File: config.mk
export PLATFORM = sky130hd
export DESIGN_NAME = move_cmd_queue
export DESIGN_NICKNAME = d
export VERILOG_FILES = /design/src/rtl/mq_pkg.sv /design/src/rtl/mq_fifo2.sv /design/src/rtl/mq_datapath.sv /design/src/rtl/mq_control.sv /design/src/rtl/move_cmd_queue.sv
export SDC_FILE = /design/constraint.sdc
export NUM_CORES = 1
export LEC_CHECK = 0
export BUFFER_PORTS_ARGS = -buffer_cell sky130_fd_sc_hd__buf_2
export CORE_UTILIZATION = 30
export DETAILED_ROUTE_END_ITERATION = 10
export PLACE_DENSITY = 0.55
export SYNTH_ARGS = -nofsm -noshare
export SYNTH_HDL_FRONTEND = slang
export SYNTH_HIERARCHICAL = 1
export SYNTH_SLANG_ARGS = --single-unit
File: constraint.sdc
create_clock -name clk -period 2.58 [get_ports clk]
set_input_delay 0.516 -clock clk [delete_from_list [all_inputs] [get_ports clk]]
set_output_delay 0.516 -clock clk [all_outputs]
set_load 0.005 [all_outputs]
File: src/rtl/mq_pkg.sv
package mq_pkg;
  localparam int unsigned SLOTS = 2;
  localparam int unsigned FILL_W = $clog2(SLOTS + 1);

  typedef struct packed {
    logic load;
    logic takeCtl;
    logic flush;
  } mqStrobe_t;
endpackage

File: src/rtl/mq_fifo2.sv
module mq_fifo2 #(
  parameter int unsigned W = 24
) (
  input  logic                      clk,
  input  logic                      rstN,
  input  logic                      flush,
  input  logic                      push,
  input  logic [W-1:0]              pushData,
  input  logic                      pop,
  output logic                      outValid,
  output logic [W-1:0]              outData,
  output logic [mq_pkg::FILL_W-1:0] fill
);
  logic         inV, outV, nInV, nOutV;
  logic [W-1:0] inD, outD, nInD, nOutD;

  always_comb begin
    nInV  = inV;
    nOutV = outV;
    nInD  = inD;
    nOutD = outD;
    if (pop) nOutV = 1'b0;
    if (!nOutV && nInV) begin
      nOutV = 1'b1;
      nOutD = nInD;
      nInV  = 1'b0;
    end
    if (push) begin
      nInV = 1'b1;
      nInD = pushData;
    end
    if (flush) begin
      nInV  = 1'b0;
      nOutV = 1'b0;
    end
  end

  always_ff @(posedge clk or negedge rstN) begin
    if (!rstN) begin
      inV  <= 1'b0;
      outV <= 1'b0;
      inD  <= '0;
      outD <= '0;
    end else begin
      inV  <= nInV;
      outV <= nOutV;
      inD  <= nInD;
      outD <= nOutD;
    end
  end

  assign outValid = outV;
  assign outData  = outD;
  assign fill     = mq_pkg::FILL_W'(inV) + mq_pkg::FILL_W'(outV);
endmodule

File: src/rtl/mq_datapath.sv
module mq_datapath #(
  parameter int unsigned CNT_W = 24,
  parameter int unsigned CTL_W = 32
) (
  input  logic              clk,
  input  logic              rstN,
  input  mq_pkg::mqStrobe_t strb,
  input  logic              cntWrEn,
  input  logic [CNT_W-1:0]  cntWrData,
  input  logic              ctlWrEn,
  input  logic [CTL_W-1:0]  ctlWrData,
  output logic              cntHeadValid,
  output logic              ctlHeadValid,
  output logic              slotsAvail,
  output logic              queueEmpty,
  output logic              loadStb,
  output logic [CNT_W-1:0]  loadCount,
  output logic [CTL_W-1:0]  loadCtl
);
  import mq_pkg::*;
  localparam logic [FILL_W-1:0] FULL_LVL = FILL_W'(SLOTS);

  logic [FILL_W-1:0] cntFill, ctlFill;
  logic [CNT_W-1:0]  cntHead;
  logic [CTL_W-1:0]  ctlHead, heldCtl;
  logic              cntPush, ctlPush;

  assign cntPush = cntWrEn && (cntFill != FULL_LVL) && !strb.flush;
  assign ctlPush = ctlWrEn && (ctlFill != FULL_LVL) && !strb.flush;

  mq_fifo2 #(.W(CNT_W)) i_cntFifo (
    .clk(clk), .rstN(rstN), .flush(strb.flush), .push(cntPush),
    .pushData(cntWrData), .pop(strb.load), .outValid(cntHeadValid),
    .outData(cntHead), .fill(cntFill)
  );

  mq_fifo2 #(.W(CTL_W)) i_ctlFifo (
    .clk(clk), .rstN(rstN), .flush(strb.flush), .push(ctlPush),
    .pushData(ctlWrData), .pop(strb.takeCtl), .outValid(ctlHeadValid),
    .outData(ctlHead), .fill(ctlFill)
  );

  always_ff @(posedge clk or negedge rstN) begin
    if (!rstN) begin
      heldCtl   <= '0;
      loadStb   <= 1'b0;
      loadCount <= '0;
      loadCtl   <= '0;
    end else begin
      loadStb <= strb.load;
      if (strb.flush)        heldCtl <= '0;
      else if (strb.takeCtl) heldCtl <= ctlHead;
      if (strb.load) begin
        loadCount <= cntHead;
        loadCtl   <= strb.takeCtl ? ctlHead : heldCtl;
      end
    end
  end

  assign slotsAvail = (cntFill != FULL_LVL);
  assign queueEmpty = (cntFill == '0);
endmodule

File: src/rtl/mq_control.sv
module mq_control (
  input  logic              clk,
  input  logic              rstN,
  input  logic              qRst,
  input  logic              genZero,
  input  logic              cntHeadValid,
  input  logic              ctlHeadValid,
  input  logic              clDetEn,
  input  logic              mcDetEn,
  input  logic              clOccClr,
  input  logic              mcOccClr,
  output mq_pkg::mqStrobe_t strb,
  output logic              moveComplete,
  output logic              clOccur,
  output logic              mcOccur
);
  logic loadNow, autoLoad, mcRise;

  assign loadNow  = cntHeadValid && (moveComplete || genZero) && !qRst;
  assign autoLoad = loadNow && !moveComplete;
  assign mcRise   = genZero && !moveComplete && !loadNow;

  always_comb begin
    strb.load    = loadNow;
    strb.takeCtl = loadNow && ctlHeadValid;
    strb.flush   = qRst;
  end

  always_ff @(posedge clk or negedge rstN) begin
    if (!rstN) begin
      moveComplete <= 1'b1;
      clOccur      <= 1'b0;
      mcOccur      <= 1'b0;
    end else begin
      if (loadNow)      moveComplete <= 1'b0;
      else if (genZero) moveComplete <= 1'b1;

      if (autoLoad && clDetEn) clOccur <= 1'b1;
      else if (clOccClr)       clOccur <= 1'b0;

      if (mcRise && mcDetEn) mcOccur <= 1'b1;
      else if (mcOccClr)     mcOccur <= 1'b0;
    end
  end
endmodule

File: src/rtl/move_cmd_queue.sv
module move_cmd_queue #(
  parameter int unsigned CNT_W = 24,
  parameter int unsigned CTL_W = 32
) (
  input  logic             clk,
  input  logic             rstN,
  input  logic             qRst,
  input  logic             cntWrEn,
  input  logic [CNT_W-1:0] cntWrData,
  input  logic             ctlWrEn,
  input  logic [CTL_W-1:0] ctlWrData,
  input  logic             genZero,
  input  logic             clDetEn,
  input  logic             mcDetEn,
  input  logic             clIntEn,
  input  logic             mcIntEn,
  input  logic             clOccClr,
  input  logic             mcOccClr,
  output logic             loadStb,
  output logic [CNT_W-1:0] loadCount,
  output logic [CTL_W-1:0] loadCtl,
  output logic             slotsAvail,
  output logic             dataReady,
  output logic             queueEmpty,
  output logic             moveComplete,
  output logic             chanIdle,
  output logic             clOccur,
  output logic             mcOccur,
  output logic             irq
);
  mq_pkg::mqStrobe_t strb;
  logic ctlHeadValid;

  mq_control i_ctrl (
    .clk(clk), .rstN(rstN), .qRst(qRst), .genZero(genZero),
    .cntHeadValid(dataReady), .ctlHeadValid(ctlHeadValid),
    .clDetEn(clDetEn), .mcDetEn(mcDetEn), .clOccClr(clOccClr),
    .mcOccClr(mcOccClr), .strb(strb), .moveComplete(moveComplete),
    .clOccur(clOccur), .mcOccur(mcOccur)
  );

  mq_datapath #(.CNT_W(CNT_W), .CTL_W(CTL_W)) i_dp (
    .clk(clk), .rstN(rstN), .strb(strb), .cntWrEn(cntWrEn),
    .cntWrData(cntWrData), .ctlWrEn(ctlWrEn), .ctlWrData(ctlWrData),
    .cntHeadValid(dataReady), .ctlHeadValid(ctlHeadValid),
    .slotsAvail(slotsAvail), .queueEmpty(queueEmpty), .loadStb(loadStb),
    .loadCount(loadCount), .loadCtl(loadCtl)
  );

  assign chanIdle = moveComplete && queueEmpty;
  assign irq      = (clOccur && clIntEn) || (mcOccur && mcIntEn);
endmodule

==> metrics.txt <==
outcome finished, final reports clean; fillcell total 2585; layout cell share with drive strength beyond 1 0.476; Distinct cells, synth 28; Root Driver clkbuf_16; final wirelength 16500 um; Yosys Warn Count 6; TritonCTS clock tree done; Vias/cell 4.35; GPL Wtd Cong 0.687; Mapped Nets 609; crit path capture type output port; synthesized area per cell 15.3 um2; number of synthesized flops with an enable pin 0; Final Slew Violations 0; CTS Buf Count 25; via count of the first global-routing pass 4865; Slowest Stage Delay on Critical Path 0.46 ns; max cap viols 0; critical path's slowest cell dfrtp_1; initial antenna violation count 1; area of the multi-input gates 0.00270 mm2; Layout Nets 750; pwr/cell area 951 mW/mm2; Tcrit/Tclk final 0.875; via count 4506; Max Freq 0.443 GHz; Final Skew 0.0217 ns; final hold vios 0; GRT Total Usage 0.122; asr flop ratio synth 1.00; row count 60; commonest cells after routing, fill and taps aside 207 x dfrtp_1, 131 x buf_2, 85 x mux2_2, 73 x nor2_1, 50 x mux2_4; worst skew pair latency 0.53 ns; Die W 168 um; Slew @ Worst Pin 0.624 ns; Critical Path, Cell by Cell ha_1 > nor2_1 > and2_1 > buf_2; total iterations of the first detailed-routing run 4; Die ar. 0.0281 mm2; Worst EP arrival 1.74 ns; maximum VDD drop 619 uV; Max-slew headroom 0.584; Post-Syn Area 0.00823 mm2; Crit Path Max Fanout 5; CTS clk-pin slew, worst paths 0.06 ns; detailed placer's ending HPWL 10300 um; Syn Inst Count 539; Worst setup SP type flip-flop; Die Height 168 um; DRC viols 0; setup violators final 0; per-cell routed wire length 16.0 um; num ports 133; global-route wire length before repair 27100 um; clock sink count 208; Hold Slack 0.193 ns; core area 0.0270 mm2; worst min path class in -> reg; total gr overflow 0; First DRT Iteration DRCs 191; post-layout min period 2.26 ns; post-synth top area share 0.629; post-route ant nets 0; setup TNS 0 ns; sequential element share of the synthesized area 0.633; # resized after CTS 0; Port Buffers 132; RSZ-0062 raised after global routing false; Overall Power 9.53 mW; Static Leak 4.73 nW; initial core utilization 0.305; post-synth top area cell dfrtp_1; Syn-to-layout area delta 21.9%; largest cells by area after synthesis dfrtp_1 63%, mux2_2 12%, mux2_4 9.1%; FF/Latch Area 0.00521 mm2; FF+latch count, synth 208; crit path kind reg -> out; clk buf depth 3; Critical Path RT 2.06 ns; CTS HTree Levels 1; largest net degree at the start of global routing 90; Synth Flop Type dfrtp_1; commonest non-fill, non-tap cell in the layout dfrtp_1
-- layer usage --
| layer | up-vias | part of all wire | track usage |
|---|---|---|---|
| met1 | 2247 | 0.47 | 0.166 |
| li1 | 2131 | - | - |
| met5 | - | 0 | 0 |
| met4 | 0 | 0.023 | 0.0339 |
| met2 | 106 | 0.45 | 0.189 |
| met3 | 22 | 0.058 | 0.0350 |
-- synth_stat cells, types with 2 or more instances --
library cell and count:
ha_1 2, dfrtp_1 207, a21oi_1 34, mux2_2 85, buf_4 2, clkbuf_1 2
buf_6 7, nor2_1 74, nor2b_4 2, mux2_4 50, nand3b_1 2, inv_1 2
buf_2 15, buf_12 8, nand2b_4 3, mux2i_1 32
-- worst max-delay path: cells and delay by family, from the launching register on --
kind	cells	cell delay (ns)
flops	1	0.46
fa+ha+maj	1	0.33
simple gates	2	0.32
buf+inv	1	0.10
-- registers in the layout, indices dropped and copies added (netlist names), 24 cells and up --
name / count
i_dp/i_cntFifo/outData: 24
i_dp/loadCtl: 32
i_dp/i_ctlFifo/outData: 32
i_dp/heldCtl: 32
i_dp/loadCount: 24
i_dp/i_ctlFifo/inD: 32
i_dp/i_cntFifo/inD: 24
-- area by class of cell --
class	count	share of cell area
sequential	208	0.519
multi-input combinational	295	0.269
timing repair buffer	148	0.0852
clock buffer	33	0.0704
tap	341	0.0425
clock inverter	9	0.0127
inverter	2	0.000749
antenna	1	0.000250
-- metrics by stage --
step	utilization	worst slack, ns	cell area [um2]	std cells
6_report	0.372	0.323	10000	1037
5_1_grt	0.372	0.205	10000	1036
4_1_cts	0.372	0.269	10000	1036
3_5_place_dp	0.341	0.370	9180	993
3_3_place_gp	0.341	0.402	9180	993
2_1_floorplan	-	0.708	8230	539
-- cell families after synthesis --
| logic type | after synthesis | synth area share |
|---|---|---|
| flip-flops | 208 | 0.633 |
| AND/OR/NAND/NOR | 88 | 0.0506 |
| AO/OA/AOI/OAI | 37 | 0.0240 |
| multiplexers | 168 | 0.248 |
| buffers and inverters | 36 | 0.0418 |
| adder cells (fa/ha/maj) | 2 | 0.00304 |
-- power by group --
group	total (mW)	switching, mW	internal (mW)	leakage (nW)
sequential	4.44	0.413	4.03	2.55
combinational	1.55	0.576	0.972	1.77
clock	3.54	1.34	2.21	0.415
-- final timing paths --
kind / from / to / slack, ns / cells after the start
max: i_dp/i_cntFifo/outValid / chanIdle / 0.32 / 4
max reg2reg: i_ctrl/moveComplete / i_dp/loadCtl[19] / 0.47 / 5
min reg2reg: i_dp/i_cntFifo/outData[1] / i_dp/loadCount[1] / 0.49 / 1
min: mcOccClr / i_ctrl/mcOccur / 0.19 / 2
max in group asynchronous: rstN / i_dp/loadCount[15] / 1.36 / 3
min in group asynchronous: rstN / i_dp/i_ctlFifo/inD[28] / 0.52 / 2
-- what timing repair did --
item / 4_1_cts / 5_1_grt
hold buffers: 1 / 0
setup buffers: 0 / 0
endpoints found under the hold margin: 48 / 0
(Power assumes the default switching activity.)
